[src/rtl/dsr_pkg.sv]
package dsr_pkg;
  localparam int PW = 3;

  typedef enum logic [PW-1:0] {
    P_LOCAL = 3'd0,
    P_XPOS  = 3'd1,
    P_XNEG  = 3'd2,
    P_YPOS  = 3'd3,
    P_YNEG  = 3'd4,
    P_UP    = 3'd5,
    P_DOWN  = 3'd6,
    P_NONE  = 3'd7
  } port_e;
endpackage

[src/rtl/dsr_sampler.sv]
module dsr_sampler #(
  parameter int RW  = 5,
  parameter int AW  = 18,
  parameter int VCW = 2
) (
  input  logic           clk,
  input  logic           rst_ni,
  input  logic           in_valid,
  input  logic [RW-1:0]  in_route,
  input  logic [RW-1:0]  in_flip,
  input  logic [VCW-1:0] in_vc,
  input  logic [AW-1:0]  in_loc,
  output logic           s_valid,
  output logic [RW-1:0]  s_main,
  output logic [RW-1:0]  s_shadow,
  output logic [VCW-1:0] s_vc,
  output logic [AW-1:0]  s_loc
);
  logic [RW-1:0] shadow_q;

  // mid-cycle observation of the route result
  always_ff @(negedge clk or negedge rst_ni) begin
    if (!rst_ni) begin
      shadow_q <= '0;
    end else if (in_valid) begin
      shadow_q <= in_route ^ in_flip;
    end
  end

  always_ff @(posedge clk or negedge rst_ni) begin
    if (!rst_ni) begin
      s_valid <= 1'b0;
    end else begin
      s_valid <= in_valid;
    end
  end

  always_ff @(posedge clk or negedge rst_ni) begin
    if (!rst_ni) begin
      s_main   <= '0;
      s_shadow <= '0;
      s_vc     <= '0;
      s_loc    <= '0;
    end else if (in_valid) begin
      s_main   <= in_route;
      s_shadow <= shadow_q;
      s_vc     <= in_vc;
      s_loc    <= in_loc;
    end
  end
endmodule

[src/rtl/dsr_legality.sv]
module dsr_legality #(
  parameter int CW = 3
) (
  input  logic [2:0]    port,
  input  logic [CW-1:0] cx,
  input  logic [CW-1:0] cy,
  input  logic [CW-1:0] cz,
  input  logic [CW-1:0] dx,
  input  logic [CW-1:0] dy,
  input  logic [CW-1:0] dz,
  output logic          illegal
);
  import dsr_pkg::*;

  logic neg_left;
  logic arrived;

  always_comb begin
    neg_left = (dx < cx) || (dy < cy) || (dz < cz);
    arrived  = (dx == cx) && (dy == cy) && (dz == cz);
    unique case (port_e'(port))
      P_LOCAL: illegal = !arrived;
      P_XPOS:  illegal = neg_left;
      P_XNEG:  illegal = 1'b0;
      P_YPOS:  illegal = neg_left;
      P_YNEG:  illegal = 1'b0;
      P_UP:    illegal = !(dz > cz) || neg_left;
      P_DOWN:  illegal = !(dz < cz);
      default: illegal = 1'b1;
    endcase
  end
endmodule

[src/rtl/dsr_decide.sv]
module dsr_decide #(
  parameter int RW  = 5,
  parameter int VCW = 2
) (
  input  logic           clk,
  input  logic           rst_ni,
  input  logic           chk_valid,
  input  logic [RW-1:0]  smp_main,
  input  logic [RW-1:0]  smp_shadow,
  input  logic [VCW-1:0] chk_vc,
  input  logic           bad_main,
  input  logic           bad_shadow,
  input  logic           aerr_main,
  input  logic           aerr_alt,
  output logic           o_accept,
  output logic           o_retry,
  output logic           o_reroute,
  output logic [RW-1:0]  o_route,
  output logic [VCW-1:0] o_vc
);
  logic          nx_accept, nx_retry, nx_reroute;
  logic [RW-1:0] nx_route;
  logic          same, main_fail;

  always_comb begin
    same       = (smp_main == smp_shadow);
    main_fail  = aerr_main || bad_main;
    nx_accept  = 1'b0;
    nx_retry   = 1'b0;
    nx_reroute = 1'b0;
    if (chk_valid) begin
      if (!main_fail) begin
        nx_accept = 1'b1;
      end else if (same) begin
        nx_reroute = 1'b1;
      end else if (bad_shadow || aerr_alt) begin
        nx_reroute = 1'b1;
      end else begin
        nx_retry = 1'b1;
      end
    end
    nx_route = nx_retry ? smp_shadow : smp_main;
  end

  always_ff @(posedge clk or negedge rst_ni) begin
    if (!rst_ni) begin
      o_accept  <= 1'b0;
      o_retry   <= 1'b0;
      o_reroute <= 1'b0;
    end else begin
      o_accept  <= nx_accept;
      o_retry   <= nx_retry;
      o_reroute <= nx_reroute;
    end
  end

  always_ff @(posedge clk or negedge rst_ni) begin
    if (!rst_ni) begin
      o_route <= '0;
      o_vc    <= '0;
    end else if (chk_valid) begin
      o_route <= nx_route;
      o_vc    <= chk_vc;
    end
  end
endmodule

[src/rtl/dsamp_route_guard.sv]
module dsamp_route_guard #(
  parameter int CW  = 3,
  parameter int VNW = 2,
  parameter int VCW = 2
) (
  input  logic                 clk,
  input  logic                 rst_n,
  input  logic                 hdr_valid,
  input  logic [VCW-1:0]       hdr_vc,
  input  logic [2:0]           hdr_port,
  input  logic [VNW-1:0]       hdr_vn,
  input  logic [CW-1:0]        cur_x,
  input  logic [CW-1:0]        cur_y,
  input  logic [CW-1:0]        cur_z,
  input  logic [CW-1:0]        dst_x,
  input  logic [CW-1:0]        dst_y,
  input  logic [CW-1:0]        dst_z,
  input  logic [2+VNW:0]       shadow_flip,
  input  logic                 va_err_main,
  input  logic                 va_err_alt,
  output logic                 req_valid,
  output logic [2:0]           req_port,
  output logic [VNW-1:0]       req_vn,
  output logic [2:0]           alt_port,
  output logic [VNW-1:0]       alt_vn,
  output logic                 dec_accept,
  output logic                 dec_retry,
  output logic                 dec_reroute,
  output logic [VCW-1:0]       dec_vc,
  output logic [2:0]           dec_port,
  output logic [VNW-1:0]       dec_vn
);
  import dsr_pkg::*;

  localparam int RW = PW + VNW;
  localparam int AW = 6 * CW;

  logic [1:0]    rst_pipe;
  logic          rst_ni;

  always_ff @(posedge clk or negedge rst_n) begin
    if (!rst_n) begin
      rst_pipe <= 2'b00;
    end else begin
      rst_pipe <= {rst_pipe[0], 1'b1};
    end
  end
  assign rst_ni = rst_pipe[1];

  logic           s_valid;
  logic [RW-1:0]  s_main, s_shadow, dec_route;
  logic [VCW-1:0] s_vc;
  logic [AW-1:0]  s_loc;

  dsr_sampler #(.RW(RW), .AW(AW), .VCW(VCW)) u_smp (
    .clk      (clk),
    .rst_ni   (rst_ni),
    .in_valid (hdr_valid),
    .in_route ({hdr_port, hdr_vn}),
    .in_flip  (shadow_flip),
    .in_vc    (hdr_vc),
    .in_loc   ({cur_x, cur_y, cur_z, dst_x, dst_y, dst_z}),
    .s_valid  (s_valid),
    .s_main   (s_main),
    .s_shadow (s_shadow),
    .s_vc     (s_vc),
    .s_loc    (s_loc)
  );

  logic [RW-1:0] smp  [2];
  logic          bad  [2];

  assign smp[0] = s_main;
  assign smp[1] = s_shadow;

  for (genvar g = 0; g < 2; g++) begin : g_leg
    dsr_legality #(.CW(CW)) u_leg (
      .port    (smp[g][RW-1:VNW]),
      .cx      (s_loc[6*CW-1:5*CW]),
      .cy      (s_loc[5*CW-1:4*CW]),
      .cz      (s_loc[4*CW-1:3*CW]),
      .dx      (s_loc[3*CW-1:2*CW]),
      .dy      (s_loc[2*CW-1:CW]),
      .dz      (s_loc[CW-1:0]),
      .illegal (bad[g])
    );
  end

  dsr_decide #(.RW(RW), .VCW(VCW)) u_dec (
    .clk        (clk),
    .rst_ni     (rst_ni),
    .chk_valid  (s_valid),
    .smp_main   (s_main),
    .smp_shadow (s_shadow),
    .chk_vc     (s_vc),
    .bad_main   (bad[0]),
    .bad_shadow (bad[1]),
    .aerr_main  (va_err_main),
    .aerr_alt   (va_err_alt),
    .o_accept   (dec_accept),
    .o_retry    (dec_retry),
    .o_reroute  (dec_reroute),
    .o_route    (dec_route),
    .o_vc       (dec_vc)
  );

  assign req_valid = s_valid;
  assign req_port  = s_main[RW-1:VNW];
  assign req_vn    = s_main[VNW-1:0];
  assign alt_port  = s_shadow[RW-1:VNW];
  assign alt_vn    = s_shadow[VNW-1:0];
  assign dec_port  = dec_route[RW-1:VNW];
  assign dec_vn    = dec_route[VNW-1:0];
endmodule

[config.mk]
export PLATFORM = sky130hd
export DESIGN_NAME = dsamp_route_guard
export DESIGN_NICKNAME = d
export VERILOG_FILES = /design/src/rtl/dsr_pkg.sv /design/src/rtl/dsr_sampler.sv /design/src/rtl/dsr_legality.sv /design/src/rtl/dsr_decide.sv /design/src/rtl/dsamp_route_guard.sv
export SDC_FILE = /design/constraint.sdc
export NUM_CORES = 1
export LEC_CHECK = 0
export BUFFER_PORTS_ARGS = -buffer_cell sky130_fd_sc_hd__buf_2
export CAP_MARGIN = 5
export CORE_ASPECT_RATIO = 0.8
export CORE_UTILIZATION = 33
export DETAILED_ROUTE_END_ITERATION = 8
export GPL_ROUTABILITY_DRIVEN = 0
export SYNTH_ARGS = -nofsm -noshare
export SYNTH_HDL_FRONTEND = slang
export SYNTH_SLANG_ARGS = --single-unit
[constraint.sdc]
create_clock -name clk -period 1.4 [get_ports clk]
set_input_delay 0.07 -clock clk [delete_from_list [all_inputs] [get_ports clk]]
set_output_delay 0.07 -clock clk [all_outputs]
set_load 0.005 [all_outputs]
# ---- After elaboration in Yosys (flattened, before gate mapping)
# Index checks and enable logic that the tools add are counted.
dict set report totals {
  register_bits 48
  latchBits 0
  ramBits 0
  rom_bits 0
  inputBits 35
  output_inout_bits 21
  wordCells 62
  mem_count 0
}
dict set report op_classes {
  addsub 0
  n_mul 0
  n_div 0
  order_cmp 4
  eq_ne 16
  shift 0
  muxes 13
  bitwise_logic 1
  n_reduce_logical 16
}
# cell n
set op_table {}
lappend op_table {{equality test 3 bit, second input constant} 6}
lappend op_table {{equality test 3 x 2 -> 1 bit, second input constant} 4}
lappend op_table {{2-to-1 mux 1 bit} 10}
lappend op_table {{case mux 1 bit (5 select lines)} 2}
lappend op_table {{equality test 3 bit} 3}
lappend op_table {{< comparator 3 bit} 3}
lappend op_table {{OR reduction 2 bit} 4}
lappend op_table {{equality test 3 x 1 -> 1 bit, second input constant} 2}
lappend op_table {{zero test 3 bit} 2}
lappend op_table {{equality test 5 bit} 1}
lappend op_table {{logical OR 1 bit} 5}
lappend op_table {{2-to-1 mux 5 bit} 1}
lappend op_table {{bitwise XOR 5 bit} 1}
lappend op_table {{greater-than comparator 3 bit} 1}
lappend op_table {{zero test 1 bit} 3}
lappend op_table {{logical AND 1 bit} 2}

# ---- Depth between registers and ports, before layout
# Gate-level depths: netlist of run 1.
dict set report logic_depth {
  word_depth 11
  depth_mapped 8
  ltp_nobuf 8
}

# ---- Modules after synthesis
# Synthesis of run 1 repeated with hierarchy kept, for this count alone.
dict set report hier_totals {
  hier_cells 217
  hier_area_um2 2456.1
}
# module instances cells_each area_each_um2 seq_area_each_um2
set modules_own_cells {}
lappend modules_own_cells {dsr_sampler 1 85 1367.6 900.9}
lappend modules_own_cells {dsr_decide 1 57 539.3 250.2}
lappend modules_own_cells {dsr_legality 2 36 247.7 0.0}
lappend modules_own_cells {dsamp_route_guard 1 3 53.8 50.0}

==> results of run 1 <==
==> cells by family (layout without fill, tap and decap cells) <==
kind of cell	count (synthesis)	count (layout)	synth area share, %
compound gates	40	40	14.2
xor+xnor	10	10	3.88
fa+ha+maj	9	9	4.99
buf+inv	22	132	3.72
flops	48	48	53.2
mux	22	22	11.0
other cells	1	1	0.166
simple gates	43	43	8.82
==> flip-flops by register name, summed over array words and instances (netlist names) <==
register	flops
u_smp.s_loc	18
u_dec.o_route	5
u_smp.s_main	5
u_smp.s_shadow	5
u_smp.shadow_q	5
rst_pipe	2
u_dec.o_vc	2
u_smp.s_vc	2
u_dec.o_accept	1
u_dec.o_reroute	1
u_dec.o_retry	1
u_smp.s_valid	1
==> worst max-delay path, stage by stage, from the launching register on <==
cell and delay [ps]:
dfrtp_1 420, ha_4 260, buf_6 110, and3_4 170
buf_6 110, o41a_4 520, o21a_4 250, o221ai_2 140
==> layout by cell type (no fill, tap or decap), drive strengths merged, types with 2 or more instances in the layout <==
cell type,n
nand3b,2
dfrtp,43
a31o,3
ha,9
nand2,21
a21o,2
nand4,2
xnor2,7
o221ai,4
buf,96
a21oi,9
inv,15
nor3,5
o21ai,13
o2111ai,4
nand3,4
dfrtn,5
clkbuf,7
dlygate4sd3,13
mux2,22
nor2,6
xor2,3
==> routing by layer <==
metal | share of wire (%) | GRT usage, %
met1 | 51 | 22.1
met2 | 43 | 23.2
met3 | 5.1 | 3.51
met4 | 0.69 | 3.69
met5 | 0 | 0
==> power groups by stage <==
stage	logic (mW)	registers [mW]	clock network, mW
after floorplan	0.478	1.72	0
after global placement	0.930	1.68	0
after detailed placement	0.943	1.68	0
after CTS	1.06	1.66	0.818
after global routing	1.22	1.69	0.864
final	1.11	1.66	0.793
==> repair_timing <==
action	CTS	global route
buffers inserted	6	2
hold buffers	12	1
resized for setup	13	10
hold endpoints to repair	13	1
pin swaps	3	9
setup endpoints to repair	13	13
cloned	0	0
==> through the flow <==
step                area [um2]  instances  utilization [%]  setup TNS (ps)  worst slack (ps)
CTS                       3220        386             49.5           -4650              -617
floorplan                 2300        195                -           -4030              -541
detailed placement        2900        360             44.5           -4530              -601
global placement          2900        360             44.5           -4260              -567
global route              3280        389             50.5           -5610              -718
finish                    3280        389             50.5           -5110              -661
==> final timing paths <==
| path | to | cells past startpoint | slack (ps) | startpoint |
|---|---|---|---|---|
| worst max-delay path | u_dec.o_route[1] | 7 | -660 | u_smp.s_loc[1] |
| worst min-delay path | u_smp.s_loc[1] | 2 | 0.2 | dst_z[1] |
| worst max register to register | u_dec.o_route[1] | 7 | -660 | u_smp.s_loc[1] |
| worst min register to register | u_smp.s_shadow[4] | 0 | 210 | rst_pipe[1] |
| max in group asynchronous | u_smp.shadow_q[3] | 0 | 370 | rst_pipe[1] |
| min in group asynchronous | rst_pipe[1] | 2 | 60 | rst_n |
==> cell type report <==
cell class	instances	area, um2	area share [%]
multi-input combinational	125	1110	33.8
tap	84	105	3.20
sequential	48	1200	36.7
timing repair buffer	109	728	22.2
inverter	15	56.3	1.71
clock buffer	7	76.3	2.32
clock inverter	1	5.00	0.152
==> run metrics, run 1 <==
outcome complete, but fails checks; failing checks negative setup slack; clock skew between 10 and 15 ps; Max clock buf depth 2; Fmax achieved 485 MHz; Yosys warning total 0; CP startpoint kind flop; starting density of the core 34.7%; num rows 26; clock-pin transition on the worst setup and hold timing paths roughly 90 ps; Post-Synthesis Cells 195; clock tree sinks 48; vias in the first global route around 1800; via count between 1500 and 2000; kind of critical path flop to flop; Clock Latency Late Sink 300 ps; CP Max Fanout 8; endpoints failing hold 0; Setup crit end kind flop; total wire length 5200 um; share of layout cells above drive strength 1 49.8%; initial antenna violation count 0; worst ir drop on vdd about 0.77 mV; period utilisation layout 147%; Die X 94.4 um; first-pass GRT wire length roughly 8500 um; post-synth top area cell dfrtp_1; Final Slew Violations 0; CTS Root Cell clkbuf_8; leakage dissipation approximately 1.5 nW; Total Power 3.57 mW; RSZ-0062 raised after global routing true; most frequent cells after synthesis dfrtp_1, mux2_2, nand2_1; register bit total from synthesis between 40 and 50; DRC viols 0; CTS tree yes; GRT overflow 0; pwr/cell area between 1000 and 1500 mW/mm2; syn nets 239; power share of the clock group approximately 22%; Synth top area share a little under half; Layout Nets 348; Area growth syn-to-layout 45.6%; ys flop type dfrtp_1; crit path DAT 2270 ps; DRT Pass-1 Iters 4; setup violators final 13; synth unique cells 33; Sw Share 29.5%; Routed Antenna Nets 0; Psw 1.05 mW; Via density 4.77; pin count of the biggest net entering global routing 21; Setup WS post-layout -661 ps; Internal about 2.5 mW; Sequential Power Share 46.6%; Worst Hold Slack 0.181 ps; most common cell in the netlist dfrtp_1; register area share after synthesis 53.2%; Syn Area/Cell 11.6 um2; Comb power frac roughly 31%; diodes inserted 0; Die Area ~0.007 mm2; wire length per cell between 10 and 15 um; Post-synth ARST share 100%; DPL Wire Length ~3800 um; Post-synth EDFFs 0; core area 0.00651 mm2; 1st-iter DRT viols 60; Port Buffers 55; Max Cap Violations 0; GRT Util Overall 15.3%; Synth Cell Area 0.00226 mm2; Num CTS Buffers 5; Period minus WS final just over 2000 ps; H-tree Lvls 2; Die Y ~76 um; # IOs 56; worst endpoint required time between 1500 and 2000 ps; Tightest Hold Check Type primary input to flop; synth top area cells dfrtp_1, mux2_2, dfrtn_1; number of fill cells in the layout roughly 610
(Power assumes the default switching activity.)
==> run 2, diff against run 1 <==
Settings changed: BUFFER_PORTS_ARGS -buffer_cell sky130_fd_sc_hd__buf_2 to -buffer_cell sky130_fd_sc_hd__buf_4.
==> run 2 against run 1 <==
Against the previous run:
- the run still ends with negative setup slack left
- cell count shrank 1.5%
- maximum frequency up 6.4%
- sequential power about the same
- largest power group unchanged
==> run metrics, run 2 (same netlist as run 1, synthesis figures left out) <==
power share of the clock group 26.1%; Routed Antenna Nets 0; CTS tree yes; clock tree sinks 48; Area growth syn-to-layout 50.6%; Period minus WS final roughly 1900 ps; outcome complete, but fails checks; core area around 0.0065 mm2; hold path start cur_z[0]; Fmax achieved 516 MHz; Via density 4.69; Die Area about 0.007 mm2; share of layout cells above drive strength 1 47.2%; # IOs 56; Psw 1.06 mW; Sw Share 28.1%; worst r2r src u_smp.s_loc[11]; leakage dissipation 1.55 nW; 1st-iter DRT viols 65; period utilisation layout 138%; post-route cell area 0.00340 mm2; reg-to-reg setup timing slack -540 ps; Final Slew Violations 0; Max clock buf depth 2; endpoints failing hold 0; RSZ-0062 raised after global routing true; worst-case reg-to-reg path depth 10; Place WS -606 ps; Biggest register u_smp.s_loc; commonest non-fill, non-tap cell in the layout buf_4; Clock Latency Late Sink around 300 ps; Total Power 3.79 mW; CP max stage delay 380 ps; CP max stage cell dfrtp_1; Hold EP u_smp.s_loc[9]; Layout Nets ~340; Num CTS Buffers 5; first-pass GRT wire length a little under 9000 um; GRT overflow 0; max FFs per register 18; starting density of the core 34.7%; clock skew 9.63 ps; DRC viols 0; failing checks negative setup slack; CP Max Fanout 5; clock-pin transition on the worst setup and hold timing paths 90 ps; via count around 1800; wire length per cell 13.3 um; DPL Wire Length 3700 um; num rows 26; worst ir drop on vdd 0.561 mV; diodes inserted 0; initial antenna violation count 0; H-tree Lvls 2; Setup crit end kind flop; worst endpoint required time 1620 ps; most frequent cells in the layout buf_4, dfrtp_1, nand2_1; Worst R2R End u_dec.o_route[0]; placed instance area 0.00300 mm2; kind of critical path flop to flop; Setup WS post-layout -537 ps; Layout Utilization 52.2%; Placed Instances 355; Comb power frac around 30%; Internal 2.72 mW; Die Y 76.0 um; Worst Hold Depth 2; Tightest Hold Check Type primary input to flop; CTS Root Cell clkbuf_8; pin count of the biggest net entering global routing 24; vias in the first global route approximately 1800; crit path DAT approximately 2200 ps; total wire length 5110 um; CP startpoint kind flop; GRT Util Overall 16.0%; Sequential Power Share 43.9%; setup violators final 13; Die X 94.4 um; fin cells roughly 380; Port Buffers 55; Max Cap Violations 0; DRT Pass-1 Iters 4; pwr/cell area 1110 mW/mm2; crit path cell chain inv_2 -> ha_4 -> buf_4 -> and3_4 -> nand3_2 -> nand4_1 -> a211oi_4 -> buf_6 -> o2111ai_4 -> o221ai_2
run 2: repair_timing:
| action | CTS | global route |
|---|---|---|
| setup buffers | 0 | 2 |
| setup endpoints to repair | 13 | 13 |
| hold endpoints to repair | 19 | 0 |
| pin swaps | 5 | 4 |
| hold buffers | 18 | 0 |
| gates resized for setup | 12 | 9 |
run 2: worst max-delay path, delay by kind of cell (launching register included):
kind	cells	cell delay (ps)
AND/OR/NAND/NOR	3	380
AO/OA/AOI/OAI	3	500
flip-flops	1	380
adder cells (fa/ha/maj)	1	210
buffers and inverters	3	390
run 2: how the worst max path moves through the flow:
stage,slack (ps),startpoint,cells after the start,endpoint
finish,-540,u_smp.s_loc[11],10,u_dec.o_route[0]
global route,-650,u_smp.s_loc[11],10,u_dec.o_route[0]
CTS,-580,u_smp.s_loc[1],9,u_dec.o_route[0]
detailed placement,-610,u_smp.s_loc[5],7,u_dec.o_route[4]
global placement,-570,u_smp.s_loc[5],7,u_dec.o_route[3]
floorplan,-540,u_smp.s_loc[2],7,u_dec.o_route[4]
run 2: power by group through the flow:
stage	registers [mW]	logic, mW	clock network (mW)
3_3_place_gp	1.68	0.999	0
3_5_place_dp	1.69	1.01	0
6_report	1.66	1.13	0.990
2_1_floorplan	1.72	0.478	0
4_1_cts	1.67	1.09	1.02
5_1_grt	1.69	1.26	1.06
run 2: final cells by class:
cell class              instances  area, um2
fillers                       596       3110
flip-flops and latches         48       1200
multi-input cells             125       1090
repair buffers                103        830
well taps                      84        105
clock buffers                   6       72.6
inverters                      15       56.3
clock inverters                 2       35.0
run 2: metal layers:
layer	global-route usage, %	wire, um	vias up
met2	24.1	2310	46
met1	23.2	2480	856
li1	-	-	888
met3	3.92	261	6
met5	0	0	-
met4	3.08	49	0
run 2: per-stage QoR:
stage / TNS (ps) / hold slack (ps)
2_1_floorplan: -4030 / -226
3_3_place_gp: -4330 / -146
3_5_place_dp: -4620 / -146
4_1_cts: -4400 / 4.63
5_1_grt: -4930 / 6.68
6_report: -4110 / 9.45
